`src/rtl/ddcf_pkg.sv`:
```
package ddcf_pkg;
    localparam int REG_W   = 32;
    localparam int BYTE_W  = 8;
    localparam int RADDR_W = 3;
    localparam int SADDR_W = 7;
    localparam int THR_W   = 4;
    localparam int STAT_W  = 9;

    typedef enum logic [RADDR_W-1:0] {
        RA_CTRL  = 3'd0,
        RA_SADDR = 3'd1,
        RA_FCTRL = 3'd2,
        RA_STAT  = 3'd3,
        RA_BCNT  = 3'd4,
        RA_DATA  = 3'd5
    } reg_sel_e;

    localparam int B_EN   = 31;
    localparam int B_GO   = 30;
    localparam int B_DIR  = 8;
    localparam int B_SRST = 0;
    localparam int B_CLR  = 31;
    localparam int B_RXT  = 4;
    localparam int B_TXT  = 0;
    localparam int S_TC   = 0;
    localparam int S_ERR  = 1;
    localparam int S_REQ  = 2;

    typedef struct packed {
        logic en;
        logic go;
        logic rd_dir;
        logic srst;
    } ctrl_t;

    typedef struct packed {
        logic             clr;
        logic [THR_W-1:0] rx;
        logic [THR_W-1:0] tx;
    } fctrl_t;

    typedef struct packed {
        logic req;
        logic err;
        logic tc;
    } stat_t;

    // Reference form of the request condition, used by the checker.
    function automatic logic thr_hit(input logic incl, input logic rd_dir,
                                     input int unsigned lvl,
                                     input int unsigned rx,
                                     input int unsigned tx);
        if (rd_dir)
            return incl ? (lvl >= rx) : (lvl > rx);
        return incl ? (lvl <= tx) : (lvl < tx);
    endfunction
endpackage

```
`src/rtl/ddcf_fifo.sv`:
```
module ddcf_fifo #(
    parameter  int DEPTH = 16,
    parameter  int W     = 8,
    localparam int AW    = (DEPTH > 1) ? $clog2(DEPTH) : 1,
    localparam int LW    = $clog2(DEPTH + 1)
) (
    input  logic          clk,
    input  logic          rst,
    input  logic          flush,
    input  logic          push,
    input  logic          pop,
    input  logic [W-1:0]  din,
    output logic [W-1:0]  dout,
    output logic [LW-1:0] lvl,
    output logic          full,
    output logic          empty
);
    logic [W-1:0]  mem [DEPTH];
    logic [AW-1:0] wp, rp;

    function automatic logic [AW-1:0] bump(input logic [AW-1:0] p);
        return (p == AW'(DEPTH - 1)) ? '0 : p + 1'b1;
    endfunction

    always_ff @(posedge clk) begin
        if (rst || flush) begin
            wp  <= '0;
            rp  <= '0;
            lvl <= '0;
        end else begin
            if (push) wp <= bump(wp);
            if (pop)  rp <= bump(rp);
            case ({push, pop})
                2'b10:   lvl <= lvl + 1'b1;
                2'b01:   lvl <= lvl - 1'b1;
                default: lvl <= lvl;
            endcase
        end
    end

    always_ff @(posedge clk) begin
        if (push && !flush && !rst) mem[wp] <= din;
    end

    assign full  = (lvl == LW'(DEPTH));
    assign empty = (lvl == '0);
    assign dout  = empty ? '0 : mem[rp];
endmodule

```
`src/rtl/ddcf_thresh.sv`:
```
module ddcf_thresh #(
    parameter bit INCL = 1'b0,
    parameter int LW   = 5,
    parameter int TW   = 4
) (
    input  logic [LW-1:0] lvl,
    input  logic [TW-1:0] rx,
    input  logic [TW-1:0] tx,
    input  logic          rd_dir,
    output logic          hit
);
    logic [LW-1:0] rx_e, tx_e;
    assign rx_e = LW'(rx);
    assign tx_e = LW'(tx);

    generate
        if (INCL) begin : g_incl
            assign hit = rd_dir ? (lvl >= rx_e) : (lvl <= tx_e);
        end else begin : g_excl
            assign hit = rd_dir ? (lvl > rx_e) : (lvl < tx_e);
        end
    endgenerate
endmodule

```
`src/rtl/ddcf_xfer.sv`:
```
module ddcf_xfer #(
    parameter int CW = 10
) (
    input  logic          clk,
    input  logic          rst,
    input  logic          flush,
    input  logic          load,
    input  logic [CW-1:0] load_cnt,
    input  logic          beat,
    output logic          busy,
    output logic          done_pulse
);
    logic [CW-1:0] rem;

    assign done_pulse = busy && (rem == '0);

    always_ff @(posedge clk) begin
        if (rst || flush) begin
            busy <= 1'b0;
            rem  <= '0;
        end else if (load) begin
            busy <= 1'b1;
            rem  <= load_cnt;
        end else if (done_pulse) begin
            busy <= 1'b0;
        end else if (busy && beat) begin
            rem <= rem - 1'b1;
        end
    end
endmodule

```
`src/rtl/ddc_fifo_ctrl.sv`:
```
module ddc_fifo_ctrl
    import ddcf_pkg::*;
#(
    parameter  int DEPTH    = 16,
    parameter  int CNT_W    = 10,
    parameter  bit INCL_THR = 1'b0,
    localparam int LVL_W    = $clog2(DEPTH + 1)
) (
    input  logic               clk,
    input  logic               rst,
    input  logic               reg_wr,
    input  logic               reg_rd,
    input  logic [RADDR_W-1:0] reg_addr,
    input  logic [REG_W-1:0]   reg_wdata,
    output logic [REG_W-1:0]   reg_rdata,
    input  logic               eng_push,
    input  logic [BYTE_W-1:0]  eng_wdata,
    input  logic               eng_pop,
    output logic [BYTE_W-1:0]  eng_rdata,
    input  logic               eng_done,
    input  logic               eng_err,
    output logic               eng_go,
    output logic               eng_rd_dir,
    output logic [SADDR_W-1:0] eng_saddr
);
    ctrl_t              ctrl;
    fctrl_t             fc;
    stat_t              stat, st_set, st_clr;
    logic [SADDR_W-1:0] saddr;
    logic [CNT_W-1:0]   bcnt;

    logic wr_ctrl, wr_saddr, wr_fc, wr_stat, wr_bcnt, host_dw, host_dr;
    assign wr_ctrl  = reg_wr && (reg_addr == RA_CTRL);
    assign wr_saddr = reg_wr && (reg_addr == RA_SADDR);
    assign wr_fc    = reg_wr && (reg_addr == RA_FCTRL);
    assign wr_stat  = reg_wr && (reg_addr == RA_STAT);
    assign wr_bcnt  = reg_wr && (reg_addr == RA_BCNT);
    assign host_dw  = reg_wr && (reg_addr == RA_DATA);
    assign host_dr  = reg_rd && (reg_addr == RA_DATA);

    // Side selection by direction
    logic              push_req, pop_req, push_ok, pop_ok, fifo_full, fifo_empty;
    logic [BYTE_W-1:0] push_din, fifo_dout;
    logic [LVL_W-1:0]  fifo_lvl;
    logic              fifo_flush, req_hit, err_set, beat, start_wr, busy, done_pulse;

    assign push_req   = ctrl.rd_dir ? eng_push : host_dw;
    assign push_din   = ctrl.rd_dir ? eng_wdata : reg_wdata[BYTE_W-1:0];
    assign pop_req    = ctrl.rd_dir ? host_dr : eng_pop;
    assign push_ok    = push_req && !fifo_full;
    assign pop_ok     = pop_req && !fifo_empty;
    assign err_set    = (push_req && fifo_full) || (pop_req && fifo_empty) || eng_err;
    assign beat       = ctrl.rd_dir ? push_ok : pop_ok;
    assign fifo_flush = fc.clr || ctrl.srst;
    assign start_wr   = wr_ctrl && reg_wdata[B_GO] && reg_wdata[B_EN] && !ctrl.srst;

    ddcf_fifo #(.DEPTH(DEPTH), .W(BYTE_W)) u_fifo (
        .clk(clk), .rst(rst), .flush(fifo_flush),
        .push(push_ok), .pop(pop_ok), .din(push_din),
        .dout(fifo_dout), .lvl(fifo_lvl), .full(fifo_full), .empty(fifo_empty)
    );

    ddcf_thresh #(.INCL(INCL_THR), .LW(LVL_W), .TW(THR_W)) u_thr (
        .lvl(fifo_lvl), .rx(fc.rx), .tx(fc.tx), .rd_dir(ctrl.rd_dir), .hit(req_hit)
    );

    ddcf_xfer #(.CW(CNT_W)) u_xfer (
        .clk(clk), .rst(rst), .flush(ctrl.srst), .load(start_wr),
        .load_cnt(bcnt), .beat(beat), .busy(busy), .done_pulse(done_pulse)
    );

    always_comb begin
        st_set.tc  = done_pulse;
        st_set.err = err_set;
        st_set.req = req_hit;
        st_clr     = '0;
        if (wr_stat) begin
            st_clr.tc  = reg_wdata[S_TC];
            st_clr.err = reg_wdata[S_ERR];
            st_clr.req = reg_wdata[S_REQ];
        end
    end

    always_ff @(posedge clk) begin
        if (rst) begin
            ctrl <= '0;
            fc   <= '0;
            stat <= '0;
            bcnt <= '0;
        end else if (ctrl.srst) begin
            ctrl.go     <= 1'b0;
            ctrl.rd_dir <= 1'b0;
            ctrl.srst   <= 1'b0;
            fc          <= '0;
            stat        <= '0;
            bcnt        <= '0;
        end else begin
            if (wr_ctrl) begin
                ctrl.en     <= reg_wdata[B_EN];
                ctrl.rd_dir <= reg_wdata[B_DIR];
                ctrl.srst   <= reg_wdata[B_SRST];
            end
            if (start_wr)      ctrl.go <= 1'b1;
            else if (eng_done) ctrl.go <= 1'b0;

            if (fc.clr)                         fc.clr <= 1'b0;
            else if (wr_fc && reg_wdata[B_CLR]) fc.clr <= 1'b1;
            if (wr_fc) begin
                fc.rx <= reg_wdata[B_RXT +: THR_W];
                fc.tx <= reg_wdata[B_TXT +: THR_W];
            end

            if (wr_bcnt) bcnt <= reg_wdata[CNT_W-1:0];
            stat <= st_set | (stat & ~st_clr);
        end
    end

    // Address register lies outside the soft reset domain
    always_ff @(posedge clk) begin
        if (rst)           saddr <= '0;
        else if (wr_saddr) saddr <= reg_wdata[SADDR_W-1:0];
    end

    always_comb begin
        reg_rdata = '0;
        case (reg_addr)
            RA_CTRL: begin
                reg_rdata[B_EN]   = ctrl.en;
                reg_rdata[B_GO]   = ctrl.go;
                reg_rdata[B_DIR]  = ctrl.rd_dir;
                reg_rdata[B_SRST] = ctrl.srst;
            end
            RA_SADDR: reg_rdata[SADDR_W-1:0] = saddr;
            RA_FCTRL: begin
                reg_rdata[B_CLR]          = fc.clr;
                reg_rdata[B_RXT +: THR_W] = fc.rx;
                reg_rdata[B_TXT +: THR_W] = fc.tx;
            end
            RA_STAT: begin
                reg_rdata[S_TC]  = stat.tc;
                reg_rdata[S_ERR] = stat.err;
                reg_rdata[S_REQ] = stat.req;
            end
            RA_BCNT:  reg_rdata[CNT_W-1:0]  = bcnt;
            RA_DATA:  reg_rdata[BYTE_W-1:0] = fifo_dout;
            default:  reg_rdata = '0;
        endcase
    end

    assign eng_rdata  = fifo_dout;
    assign eng_go     = ctrl.go;
    assign eng_rd_dir = ctrl.rd_dir;
    assign eng_saddr  = saddr;
endmodule

```
`config.mk`:
```
export PLATFORM = sky130hd
export DESIGN_NAME = ddc_fifo_ctrl
export DESIGN_NICKNAME = d
export VERILOG_FILES = /design/src/rtl/ddcf_pkg.sv /design/src/rtl/ddcf_fifo.sv /design/src/rtl/ddcf_thresh.sv /design/src/rtl/ddcf_xfer.sv /design/src/rtl/ddc_fifo_ctrl.sv
export SDC_FILE = /design/constraint.sdc
export NUM_CORES = 1
export LEC_CHECK = 0
export BUFFER_PORTS_ARGS = -buffer_cell sky130_fd_sc_hd__buf_2
export CAP_MARGIN = 40
export CORE_MARGIN = 2
export CORE_UTILIZATION = 60
export CTS_BUF_LIST = sky130_fd_sc_hd__clkbuf_4 sky130_fd_sc_hd__clkbuf_8
export CTS_CLUSTER_DIAMETER = 80
export DETAILED_ROUTE_END_ITERATION = 16
export GPL_ROUTABILITY_DRIVEN = 0
export HOLD_SLACK_MARGIN = 0.05
export PLACE_DENSITY = 0.87
export SYNTH_ARGS = -nofsm -noshare
export SYNTH_HDL_FRONTEND = slang
export SYNTH_SLANG_ARGS = --single-unit
```
`constraint.sdc`:
```
create_clock -name clk -period 4.1 [get_ports clk]
set_input_delay 0.205 -clock clk [delete_from_list [all_inputs] [get_ports clk]]
set_output_delay 0.205 -clock clk [all_outputs]
set_load 0.01 [all_outputs]
```
==> summary.txt, run 1 <==
Floorplan
  • Die Width: 123.8 um
  • Std cell rows: 43
  • Die height: 123.8 um
  • Io pins: 100
  • Area of the core: 13,930 um2
  • Initial core utilization: 61.76%
  • Die area: 15,320 um2

Synth
  • Post-Syn Area: 8606 um2
  • Synth top area share: 44.66%
  • Area leader, netlist: edfxtp_1
  • Commonest cells post-synth: edfxtp_1 (128), dfxtp_1 (61), nor2_1 (59)
  • Synth Instances: 680
  • Sequential share of the synthesized area: 58.85%
  • Post-synth EDFFs: 128
  • Ys async rst share: 0%
  • Post-synthesis register bit count: 189
  • YS warnings: 0
  • Post-synth top flop: edfxtp_1
  • Synthesized area per cell: 12.66 um2
  • Count leader, synth: edfxtp_1
  • Ranking of synthesized cells by area: edfxtp_1 (45%), dfxtp_1 (14%), mux2i_1 (5.8%)
  • Synth unique cells: 61

Cells and area
  • Nets: 808
  • # diodes: 0
  • Area growth syn-to-layout: 10.00%
  • Share of cells above drive strength 1: 19.26%
  • Fillcell total: 895

Placed design
  • Number of port buffers: 59
  • HPWL Detailed: 13.42 mm

Clock network
  • CTS buffer count: 17
  • Clk sinks: 189
  • Post-CTS Setup Bufs: 0
  • CTS tree: built
  • CTS root buffer: clkbuf_8
  • H-tree Lvls: 4
  • Skew-Pair Late Insertion Delay: 0.46 ns
  • CTS clk-pin slew, worst paths: 0.10 ns
  • Post-cts gate resize count: 0
  • # hold bufs at CTS: 13
  • Clock buffer depth: 2

Detailed routing
  • Vias: 5,928
  • Via density: 6.354
  • Routed wire length: 20.08 mm
  • Avg WL per Cell: 21.52 um
  • # DRC: 0
  • Pre-antenna DRT Iters: 5
  • Initial DRC count: 951
  • Post-DRT Antenna Nets: 0

Critical path
  • Crit path arrival time: 4.03 ns
  • Crit-path slowest cell: dfxtp_1
  • CP required: 4.49 ns
  • Nature of the critical path endpoint: register
  • Setup slack, reg-to-reg: 0.47 ns
  • Cells on worst reg2reg path: 10
  • Critical path launch point type: register
  • CP max stage delay: 0.87 ns
  • Reg-to-reg endpoint: u_fifo.lvl[4]$_SDFFE_PP0P_
  • Critical path cell sequence: a41oi_1 -> nor2_1 -> ha_1 -> xor2_1 -> ha_1 -> nor2_1 -> o32ai_1 -> a221oi_1 -> or3_1 -> a21oi_1
  • Worst-path fanout max: 20
  • R2r startpoint: eng_rd_dir$_SDFFE_PP0N_
  • Crit Path Category: register to register

GRT
  • Routing usage on met3: 5.357%
  • Busiest grt layer: met2
  • Overall Global Routing Usage: 26.99%
  • Initial antenna violation count: 0
  • First-pass GRT wire length: 30.12 mm
  • Largest net degree at the start of global routing: 29
  • Met2 GRT Util: 44.37%
  • Grt total ovfl: 0
  • Number of global-route vias before repair: 5,695
  • GR Layer Usage met1: 34.43%

STA
  • Worst-margin pin slew: 0.8505 ns
  • Min cycle time layout: 3.634 ns
  • F_max: 275.2 MHz
  • Fin Setup TNS: 0 ns
  • Hold WS: 0.06808 ns
  • Final critical-path share of the clock period: 88.63%
  • Pins Over Slew Limit: 0
  • Final Hold Vio Count: 0
  • Clock skew: 0.01358 ns
  • Slew HR: 42.99%
  • Setup-failing EPs final: 0
  • RSZ-0062 raised after global routing: false

Hold path
  • Source of the worst hold timing path: rst
  • Hold Path Depth: 2
  • Tightest Hold Check Type: primary input to register
  • Hold Crit Endpoint: eng_saddr[6]$_SDFFE_PP0P_

Power and ir drop
  • Seq pwr share: 51.5%
  • VDD IR-drop max: 243.9 uV
  • Power per cell area: 437.5 nW/um2
  • Comb pwr share: 18.9%
  • Clock network power share: 29.6%
  • Net load switching power: 1163 uW
  • Leakage power: 0.003282 uW
  • Switch share: 28.08%
  • Pint: 2979 uW

Status
  • Status: completed

Job
  • Number of max-cap violations: 0
-- kinds of logic (layout without fill, tap and decap cells) --
group,count (synthesis),after routing,synth area share [%]
fa+ha+maj,17,17,2.472
flops,189,189,58.85
compound gates,111,111,8.680
other cells,1,20,0.04358
xor+xnor,14,14,1.425
simple gates,198,198,11.85
buf+inv,71,125,4.318
mux,79,79,12.36
-- worst max path at each step --
stage,end,startpoint,slack (ns),depth (start not counted)
floorplan,u_fifo.lvl[4]$_SDFFE_PP0P_,u_fifo.lvl[1]$_SDFFE_PP0P_,1.17,12
global placement,u_fifo.lvl[4]$_SDFFE_PP0P_,eng_rd_dir$_SDFFE_PP0N_,0.80,10
detailed placement,u_fifo.lvl[4]$_SDFFE_PP0P_,eng_rd_dir$_SDFFE_PP0N_,0.64,10
CTS,u_fifo.lvl[4]$_SDFFE_PP0P_,eng_rd_dir$_SDFFE_PP0N_,0.51,10
global route,u_fifo.lvl[4]$_SDFFE_PP0P_,eng_rd_dir$_SDFFE_PP0N_,0.19,10
finish,u_fifo.lvl[4]$_SDFFE_PP0P_,eng_rd_dir$_SDFFE_PP0N_,0.47,10
-- worst max-delay path: cells and delay by family (launching register included) --
kind,cells,cell delay (ns)
compound gates,4,0.93
simple gates,3,0.90
flops,1,0.87
fa+ha+maj,2,0.66
xor+xnor,1,0.20
-- metrics by stage --
stage,area [um2],utilization [%],total power [uW],setup slack [ns],std cells
after floorplan,8677,-,2721,1.169,699
after detailed placement,8945,64.19,2931,0.6367,888
after global placement,8910,63.94,2867,0.8001,886
final,9467,67.94,4142,0.4662,933
after CTS,9467,67.94,4131,0.5069,933
after global routing,9467,67.94,4279,0.1874,933
-- state kept, by name (all words and copies together), names as in the netlist, 2 cells and up, named ones only --
register    count
eng_saddr       7
u_xfer.rem     10
u_fifo.rp       4
u_fifo.mem    128
stat            3
u_fifo.lvl      5
ctrl            2
bcnt           10
u_fifo.wp       4
fc              9
-- power groups by stage --
stage | Sequential (uW) | Combinational (uW) | Clock (uW)
6_report | 2130 | 783 | 1220
2_1_floorplan | 2130 | 590 | 0
5_1_grt | 2140 | 840 | 1300
3_5_place_dp | 2180 | 753 | 0
4_1_cts | 2130 | 774 | 1220
3_3_place_gp | 2200 | 671 | 0
-- routing by layer --
| layer | share of wire (%) | vias to the layer above |
|---|---|---|
| met5 | 0 | - |
| met1 | 39 | 2894 |
| met4 | 3.7 | 0 |
| li1 | - | 2613 |
| met2 | 49 | 360 |
| met3 | 8.3 | 61 |
-- final cells by class --
cell class,instances,area (um2),area share [%]
Clock buffer,20,256.5,2.709
Clock inverter,12,135.1,1.427
Inverter,16,60.06,0.6344
Multi-Input combinational cell,439,3241,34.23
Sequential cell,189,5066,53.52
Tap cell,180,225.2,2.379
Timing Repair Buffer,77,483.0,5.102
-- cell usage in the layout (no fill, tap or decap), drive strengths merged, types with 8 or more instances in the layout --
cell type and instances:
ha 17, a22oi 19, edfxtp 128, nand3 17, nor2 59, and2 18, a31o 13, nand2b 11
a21oi 31, mux2 8, dlygate4sd3 13, mux4 21, nand2 40, clkbuf 20, xor2 10, inv 19
dfxtp 61, conb 20, nor3 14, o21ai 23, mux2i 50, buf 64
No activity file was read; power rests on OpenSTA's default activity.
==> run 2: changes to the inputs <==
Settings changed: REMOVE_ABC_BUFFERS set to 1.
==> summary.txt, run 2 (synthesized netlist as in run 1, its figures left out) <==
Clock network
  • Skew-Pair Late Insertion Delay: 0.48 ns (+0.02 ns)
  • CTS buffer count: 17 (unchanged)
  • Clock buffer depth: 2 (unchanged)
  • CTS root buffer: clkbuf_8
  • CTS clk-pin slew, worst paths: 0.10 ns (about the same)
  • Post-CTS Setup Bufs: 0 (unchanged)
  • Clk sinks: 189 (unchanged)
  • CTS tree: built
  • H-tree Lvls: 4 (unchanged)
  • Post-cts gate resize count: 0 (unchanged)
  • # hold bufs at CTS: 14 (+1)

GRT
  • First-pass GRT wire length: 30.57 mm (+1.5%)
  • Initial antenna violation count: 0 (unchanged)
  • Grt total ovfl: 0 (unchanged)
  • Number of global-route vias before repair: 5,730 (+0.61%)
  • Overall Global Routing Usage: 27.06% (+0.073 points)
  • Largest net degree at the start of global routing: 29 (unchanged)

STA
  • Final critical-path share of the clock period: 90.78% (+2.1 points)
  • Clock skew: 0.01605 ns (+0.002473 ns)
  • Pins Over Slew Limit: 0 (unchanged)
  • Worst-margin pin slew: 0.8923 ns (+0.04175 ns)
  • Slew HR: 40.43% (-2.6 points)
  • F_max: 268.7 MHz (-2.4%)
  • Setup-failing EPs final: 0 (unchanged)
  • RSZ-0062 raised after global routing: false
  • Fin Setup TNS: 0 ns (unchanged)
  • Min cycle time layout: 3.722 ns (+0.08795 ns)
  • Final Hold Vio Count: 0 (unchanged)

Cells and area
  • Most common cell after layout, fill and taps aside: edfxtp_1
  • Most frequent cells in the layout: edfxtp_1 (128), dfxtp_1 (60), nor2_1 (59), buf_2 (59), mux2i_1 (50)
  • Top flop regs: u_fifo.mem (128), bcnt (10), u_xfer.rem (10)
  • # diodes: 0 (unchanged)
  • Share of cells above drive strength 1: 19.26% (unchanged)
  • Fillcell total: 920 (+2.8%)
  • Final cell count without fillers: 933 (unchanged)
  • Area growth syn-to-layout: 9.974% (about the same)
  • Nets: 809 (+0.12%)
  • Max reg flops: 128 (unchanged)
  • Most flops, register: u_fifo.mem

Floorplan
  • Io pins: 100 (unchanged)
  • Die Width: 123.8 um (unchanged)
  • Initial core utilization: 61.76% (unchanged)
  • Std cell rows: 43 (unchanged)
  • Die height: 123.8 um (unchanged)
  • Die area: 15,320 um2 (unchanged)
  • Area of the core: 13,930 um2 (unchanged)

Critical path
  • Setup slack, reg-to-reg: 0.38 ns (-0.09 ns)
  • Reg-to-reg endpoint: u_fifo.lvl[4]$_SDFFE_PP0P_
  • Crit Path Category: register to register
  • Nature of the critical path endpoint: register
  • CP endpoint: u_fifo.lvl[4]$_SDFFE_PP0P_
  • Cells on worst reg2reg path: 10 (unchanged)
  • Worst-path fanout max: 20 (unchanged)
  • Critical path launch point type: register
  • Critical path origin: eng_rd_dir$_SDFFE_PP0N_
  • Crit path arrival time: 4.11 ns (+0.08 ns)
  • CP required: 4.49 ns (about the same)
  • R2r startpoint: eng_rd_dir$_SDFFE_PP0N_

Detailed routing
  • Routed wire length: 19.98 mm (-0.47%)
  • # DRC: 0 (unchanged)
  • Vias: 5,970 (+0.71%)
  • Post-DRT Antenna Nets: 0 (unchanged)
  • Via density: 6.399 (+0.71%)
  • Initial DRC count: 749 (-21%)
  • Pre-antenna DRT Iters: 6 (+1)
  • Avg WL per Cell: 21.42 um (-0.47%)

Hold path
  • Source of the worst hold timing path: reg_wdata[30]
  • Tightest Hold Check Type: primary input to register

Job
  • Number of max-cap violations: 0 (unchanged)

Placed design
  • Number of port buffers: 59 (unchanged)
  • HPWL Detailed: 13.52 mm (+0.69%)
  • Dpl cells: 888 (unchanged)

Power and ir drop
  • PnR Total Power: 4144 uW (about the same)
  • Leakage power: 0.003284 uW (about the same)
  • VDD IR-drop max: 204.7 uV (-16%)
  • Power per cell area: 437.9 nW/um2 (about the same)

Status
  • Status: completed
==> run 2: metal layers <==
| layer | share of wire, % | vias up | wire length, um | GRT usage, % |
|---|---|---|---|---|
| met2 | 50 | 358 | 10000 | 45.16 |
| li1 | - | 2617 | - | - |
| met1 | 38 | 2927 | 7558 | 34.00 |
| met4 | 2.7 | 0 | 541 | 9.943 |
| met5 | 0 | - | 0 | 0 |
| met3 | 9.4 | 68 | 1881 | 7.372 |
==> run 2: layout make-up <==
type | instances | area (um2) | share of cell area, %
Sequential cell | 189 | 5066 | 53.53
Clock buffer | 18 | 241.5 | 2.552
Timing Repair Buffer | 78 | 473.0 | 4.997
Tap cell | 180 | 225.2 | 2.380
Clock inverter | 13 | 157.7 | 1.666
Inverter | 16 | 60.06 | 0.6346
Multi-Input combinational cell | 439 | 3241 | 34.24
==> run 2: stage by stage <==
step / setup slack (ns) / instance area, um2 / hold slack, ns / utilization (%)
6_report: 0.3782 / 9464 / 0.1976 / 67.92
5_1_grt: 0.1551 / 9464 / 0.1889 / 67.92
4_1_cts: 0.4973 / 9464 / 0.1397 / 67.92
3_5_place_dp: 0.5770 / 8925 / 0.4490 / 64.05
3_3_place_gp: 0.8132 / 8917 / 0.4417 / 63.99
2_1_floorplan: 0.7466 / 8366 / 0.2774 / -
==> run 2: critical path, stage by stage, from the launching register on <==
cell and delay, ns:
dfxtp_1 0.92, a41oi_1 0.45, nor2_1 0.50, ha_1 0.43, xor2_1 0.11, ha_1 0.23
a211o_1 0.28, a21oi_1 0.15, a221oi_1 0.07, or3_1 0.32, a21oi_1 0.17
==> run 2: how the worst min path moves through the flow <==
stage | depth (start not counted) | to | slack (ns)
final | 4 | u_xfer.rem[1]$_SDFFE_PP0P_ | 0.20
after global routing | 4 | u_xfer.rem[1]$_SDFFE_PP0P_ | 0.19
after CTS | 4 | u_xfer.rem[1]$_SDFFE_PP0P_ | 0.14
after detailed placement | 3 | stat[1]$_SDFF_PP0_ | 0.45
after global placement | 3 | stat[1]$_SDFF_PP0_ | 0.44
after floorplan | 1 | ctrl[3]$_SDFFE_PP0P_ | 0.28
==> run 2: power breakdown <==
| group | internal, uW | leakage [uW] | switching [uW] | total (uW) |
|---|---|---|---|---|
| Sequential | 2070 | 0.00164 | 75.9 | 2140 |
| Clock | 562 | 0.000198 | 689 | 1250 |
| Combinational | 332 | 0.00144 | 420 | 752 |
| Total | 2960 | 0.00328 | 1180 | 4140 |
